File: src/rtl/nest_irq_ctrl.sv
module nest_irq_ctrl #(
  parameter int NREQ = 8,
  localparam int IW = (NREQ > 1) ? $clog2(NREQ) : 1
) (
  input  logic              clk,
  input  logic              rst_n,
  input  logic [NREQ-1:0]   req_i,
  input  logic [2*NREQ-1:0] prio_i,
  input  logic              ei_i,
  input  logic              reti_i,
  input  logic              retire_i,
  output logic              grant_o,
  output logic [IW-1:0]     grant_idx_o,
  output logic              ien_o,
  output logic [2:0]        cur_lvl_o,
  output logic [2:0]        depth_o
);

  logic [NREQ-1:0] pend;
  logic [1:0]      stk [4];
  logic            bg_wait;
  logic [2:0]      best_lvl;
  logic [IW-1:0]   best_idx;
  logic            take;

  assign cur_lvl_o = (depth_o == 3'd0) ? 3'd4 : {1'b0, stk[depth_o[1:0] - 2'd1]};

  always_comb begin
    best_lvl = 3'd4;
    best_idx = '0;
    for (int i = 0; i < NREQ; i++) begin
      if (pend[i] && ({1'b0, prio_i[2*i +: 2]} < best_lvl)) begin
        best_lvl = {1'b0, prio_i[2*i +: 2]};
        best_idx = IW'(i);
      end
    end
  end

  assign take = ien_o && !bg_wait && !reti_i && (best_lvl < cur_lvl_o);

  always_ff @(posedge clk or negedge rst_n) begin
    if (!rst_n) begin
      pend        <= '0;
      bg_wait     <= 1'b0;
      ien_o       <= 1'b0;
      depth_o     <= 3'd0;
      grant_o     <= 1'b0;
      grant_idx_o <= '0;
      for (int k = 0; k < 4; k++) stk[k] <= 2'd0;
    end else begin
      grant_o <= take;
      pend    <= (pend & ~(take ? (NREQ'(1) << best_idx) : '0)) | req_i;
      if (retire_i) bg_wait <= 1'b0;
      if (take) begin
        grant_idx_o         <= best_idx;
        stk[depth_o[1:0]]   <= best_lvl[1:0];
        depth_o             <= depth_o + 3'd1;
        ien_o               <= 1'b0;
      end else if (reti_i) begin
        ien_o <= 1'b1;
        if (depth_o != 3'd0) begin
          depth_o <= depth_o - 3'd1;
          if (depth_o == 3'd1) bg_wait <= 1'b1;
        end
      end else if (ei_i) begin
        ien_o <= 1'b1;
      end
    end
  end

endmodule


File: config.mk
export PLATFORM = sky130hd
export DESIGN_NAME = nest_irq_ctrl
export DESIGN_NICKNAME = d
export VERILOG_FILES = /design/src/rtl/nest_irq_ctrl.sv
export SDC_FILE = /design/constraint.sdc
export NUM_CORES = 1
export LEC_CHECK = 0
export BUFFER_PORTS_ARGS = -buffer_cell sky130_fd_sc_hd__buf_2
export CAP_MARGIN = 40
export CORE_MARGIN = 10
export CORE_UTILIZATION = 55
export CTS_CLUSTER_SIZE = 28
export DETAILED_ROUTE_END_ITERATION = 8
export GPL_TIMING_DRIVEN = 0
export PLACE_DENSITY_LB_ADDON = 0.05
export SYNTH_ARGS = -nofsm -noshare
export SYNTH_HDL_FRONTEND = slang
export SYNTH_SLANG_ARGS = --single-unit
File: constraint.sdc
create_clock -name clk -period 10.4 [get_ports clk]
set_input_delay 1.04 -clock clk [delete_from_list [all_inputs] [get_ports clk]]
set_output_delay 1.04 -clock clk [all_outputs]
set_load 0.03 [all_outputs]
Yosys cells after proc, flatten, opt, wreduce, memory -nomap -nowiden:

Cells that the tools add are included.
Widths: inputs -> output; s select.

* register bits after elaboration: 25
* bits in latches: 0
* bits in writable memories: 0
* bits in read-only memories: 0
* input port bits: 29
* output and inout bits: 11
* word-level logic and storage cells: 84
* memories: 0

* $add $sub $neg: 3
* multiply operators: 0
* div/mod/pow operators: 0
* magnitude comparators: 11
* eq/ne operators: 1
* shift operators: 1
* mux-type cells: 34
* bitwise logic cells: 5
* reductions and logical operators: 19

Operators with widths (number)
* $mux 3: 18
* $lt 2x3->1: 7
* $logic_and 1x1->1: 11
* $mux 1: 9
* $and 8x8->8: 1
* $bwmux 8: 1
* $mux 8: 1
* $not 8->8: 1
* $or 8x8->8: 1
* $shl 1x3->8 const A: 1
* $ge 3x3->1 const B: 2
* $mux 2: 3
* $not 2->3: 2
* $reduce_bool 3->1: 2
* $bmux 2 s2: 1
* $demux 2 s2: 1
* $reduce_bool 2->1: 2
* $add 3x1->3 const B: 1
* $eq 3x1->1 const B: 1
* $logic_not 3->1: 1
* $lt 3x1->1 const B: 1
* $lt 3x3->1: 1
* $sub 3x1->3 const B: 1
* $logic_not 1->1: 2
* other kinds (2): 2

Longest topological paths before layout:

* depth in word-level cells: 28
* depth in mapped cells: 53
* depth with buffers taken out: 50

Least setup slack after synthesis:

OpenSTA, ideal clock, no wires.

* path type: input to register
* from: in prio_i[1]
* to: reg pend[4]
* library setup time: 126 ps
* arrival: 9927 ps
* data required time: 10274 ps
* slack: 347 ps
* stages on the path: 49
* path buffers: 1
* cell sequence: and2_1 > inv_1 > ha_1 > a21oi_1 > o21ai_0 > mux2_2 > inv_1 > ha_1 > o22ai_1 > and2_1 > or2_2 > o21ai_0 > ha_1 > o32ai_1 > nand2_1 > o21ai_0 > nand2_1 > and2_1 > [13 not listed] > a21oi_1 > o21ai_0 > o21ba_2 > o31ai_1 > ha_1 > or3b_2 > o41ai_1 > a31o_2 > o21bai_1 > nand2_2 > o311ai_2 > nand2_1 > ha_1 > or3_1 > o22ai_2 > buf_4 > nand3_2 > o32a_1

* longest elaborated chain between the ends: 28
* elaborated cells between the ends (all ways): 36
* those cells by class: order compare (8); shift (1); mux (16); bitwise (3); reduce/logical (8)

RTL lines
* start, declared: RTL line 8 `input logic [2*NREQ-1:0] prio_i,`
* $mux 3 (*): RTL line 32 `if (pend[i] && ({1'b0, prio_i[2*i +: 2]} < best_lvl)) begin`
* $lt 2x3->1: RTL line 32
* $logic_and 1x1->1: RTL line 32
* $mux 3 (*): RTL line 32
* $lt 2x3->1: RTL line 32
* $logic_and 1x1->1: RTL line 32
* $mux 3 (*): RTL line 32
* $lt 2x3->1: RTL line 32
* [13 not listed]
* $mux 3 (*): RTL line 32
* net best_lvl[1]: RTL line 22 `logic [2:0] best_lvl;`
* $lt 3x3->1 (*): RTL line 39 `assign take = ien_o && !bg_wait && !reti_i && (best_lvl < cur_lvl_o);`
* $logic_and 1x1->1 (*): RTL line 39
* $mux 8 (*): RTL line 52 `pend <= (pend & ~(take ? (NREQ'(1) << best_idx) : '0)) | req_i;`
* $not 8->8 (*): RTL line 52
* $and 8x8->8 (*): RTL line 52
* $or 8x8->8 (*): RTL line 52
* end signal, assigned: RTL line 52
* end, declared: RTL line 19 `logic [NREQ-1:0] pend;`

Mark *: on every way through the listed nets, which the timed path passes. The rest lies on a longest branch.
A chain may end at the register's enable or synchronous reset.

Worst setup path after layout:

Ends and elaborated chain as after synthesis.

==> flow_summary.json <==
{
  "start_kind": "input pin",
  "cts_made_buffers": 3,
  "cts.clk_slew.worst_paths_ns": 0.14,
  "grt_max_degree": 26,
  "grt_overflow": 0,
  "cts_tree": "built",
  "syn_area_per_cell_um2": 8.671,
  "place_congestion": 0.8370,
  "maxCapViolations": 0,
  "finalNetCount": 332,
  "path_common_cell": "ha_1",
  "slowest_stage": "or3b_2",
  "final_max_slew_viol_count": 0,
  "cts_htree_levels": 1,
  "netlist_area_um2": 1994,
  "place_hpwl_um": 3824,
  "wl_per_cell_um": 15.39,
  "cp_max_fo": 7,
  "syn_to_final_growth_pct": 28.80,
  "ctsHoldBuffers": 0,
  "slew-limit-headroom_pct": 59.87,
  "cts_sinks": 25,
  "end_kind": "flop",
  "die_y_um": 80.22,
  "antenna-diode-count": 0,
  "max_clock_freq_mhz": 99.85,
  "synthFlopType": "dfrtp_1",
  "synth_async_sr_flop_share_pct": 100.0,
  "grtUsageMet3_pct": 4.232,
  "die_x_um": 80.22,
  "worstMarginPinSlew_ns": 0.5983,
  "period_share_pct": 96.30,
  "clockBufferDepth": 2,
  "ys_ff_latch": 25,
  "met2_usage_pct": 24.24,
  "drt_first_pass_iters": 4,
  "num_vias": 1938,
  "grt_pass1_wl_um": 8293,
  "setup_violations": 0,
  "drive_gt1_share_pct": 38.54,
  "start_util_pct": 58.39,
  "synth_cell_types": 55,
  "remaining_drc_errors": 0,
  "syn-num-nets": 273,
  "use_met1_pct": 20.95,
  "hold_class": "reg2reg",
  "grt_pass1_vias": 1790,
  "tns_ns": 0,
  "clk_latency_ns": 0.33,
  "hold_ws_ns": 0.5242,
  "min_period_ns": 10.02,
  "cp.required_ns": 10.63,
  "num_rows": 21,
  "antenna_found_initial": 0,
  "viasPerCell": 5.802,
  "crit_type": "in2reg",
  "crit_path_max_incr_delay_ns": 0.48,
  "drt_iter0_drc": 142,
  "synth_edf_count": 0,
  "root_buffer": "clkbuf_4",
  "critPathArrivalTime_ns": 10.24,
  "clock_skew_ns": 0.007921,
  "dieArea_um2": 6434,
  "final_antenna_net_count": 0,
  "synth_warnings": 0,
  "grt_use_total_pct": 15.42,
  "coreArea_um2": 3416,
  "hold_viol_final": 0,
  "yosysSeqAreaShare_pct": 31.37,
  "wl_um": 5141,
  "busiest_layer": "met2",
  "syn-instance-count": 230,
  "status": "completed",
  "port_buffers": 39,
  "ios": 40
}
==> state kept, by name (all words and copies together), names as in the netlist <==
register,flops
pend,8
depth_o,3
grant_o,1
ien_o,1
bg_wait,1
grant_idx_o,3
stk,8
==> final timing paths <==
path | start | end | slack [ns] | cells after the start
setup reg to reg | pend[0] | pend[4] | 0.56 | 51
min in group asynchronous | rst_n | depth_o[1] | 0.67 | 1
hold reg to reg | stk[0] | stk[0] | 0.52 | 1
hold / removal | stk[0] | stk[0] | 0.52 | 1
max in group asynchronous | rst_n | pend[4] | 9.36 | 1
setup / recovery | prio_i[1] | pend[4] | 0.38 | 51
==> kinds of logic (layout without fill, tap and decap cells) <==
logic type / count (synthesis) / after routing / synth area share [%]
flip-flops: 25 / 25 / 31.37
buffers and inverters: 23 / 81 / 5.144
adder cells (fa/ha/maj): 14 / 14 / 8.783
XOR/XNOR: 1 / 1 / 0.4392
multiplexers: 8 / 8 / 5.019
AND/OR/NAND/NOR: 82 / 82 / 21.08
AO/OA/AOI/OAI: 77 / 77 / 28.17
==> layer usage <==
layer | wire length [µm] | vias up
met2 | 2399 | 47
li1 | - | 968
met3 | 300 | 8
met4 | 49 | 0
met5 | 0 | -
met1 | 2392 | 915
==> layout by cell type, fill, tap and decap left out, types with 5 or more instances in the layout <==
cell | Yosys | final
ha_1 | 14 | 12
or2_2 | 6 | 6
a21oi_1 | 17 | 15
dfrtp_1 | 25 | 25
mux2_2 | 6 | 5
a41oi_1 | 6 | 5
nand2b_1 | 6 | 6
o21ai_0 | 10 | 5
buf_2 | 4 | 42
buf_4 | 1 | 14
nand2_1 | 22 | 22
nand3_1 | 5 | 5
inv_1 | 16 | 16
o21ai_2 | 2 | 5
a21o_1 | 6 | 6
nor2_1 | 19 | 16
==> synth_stat cells, types with 2 or more instances <==
library cell  count  area (µm²)
nand4_1           3       18.77
a21o_1            6       45.04
inv_1            16       60.06
nor3b_1           2       15.01
or3b_2            2       17.52
nand2_1          22       82.58
o31ai_1           4       30.03
or2_2             6       37.54
nor2b_1           2       12.51
a31oi_1           4       25.02
o21bai_1          5       37.54
nor3_1            4       20.02
a41oi_1           6       52.55
o32ai_1           2       17.52
nand3_1           5       25.02
mux2_2            6       67.56
o21ai_0          10       50.05
nand2b_1          6       37.54
and2_1            4       25.02
nor2_1           19       71.32
o21a_1            3       22.52
ha_1             14       175.2
o22a_1            3       26.28
buf_2             4       20.02
a21oi_1          17       85.08
dfrtp_1          25       625.6
o21ai_2           2       17.52
==> timing repair <==
action,4_1_cts,5_1_grt
endpoints found under the setup margin,24,24
pin swaps,3,12
buffers inserted,1,14
resized for setup,8,29
==> layout make-up <==
type	count	area, µm²
Clock buffer	3	22.52
Fill cell	261	847.1
Sequential cell	25	625.6
Timing Repair Buffer	54	320.3
Multi-Input combinational cell	182	1426
Tap cell	46	57.56
Clock inverter	1	7.507
Buffer	7	48.80
Inverter	16	60.06
==> critical path, delay by kind of cell <==
| family | cells | cell delay [ns] |
|---|---|---|
| fa+ha+maj | 8 | 2.11 |
| mux | 1 | 0.34 |
| simple gates | 18 | 2.97 |
| compound gates | 20 | 3.40 |
| buf+inv | 4 | 0.35 |
==> through the flow <==
stage	cells	setup WS [ns]	area (µm²)	utilization, %
floorplan	230	0.3471	1994	-
global placement	315	-0.8632	2247	65.79
detailed placement	315	-1.001	2247	65.79
CTS	320	0.02166	2321	67.95
global route	334	-0.09397	2569	75.20
finish	334	0.3849	2569	75.20
Power is not shown: default switching activity piles up to over one toggle a cycle in this logic, so the estimate is an artifact.
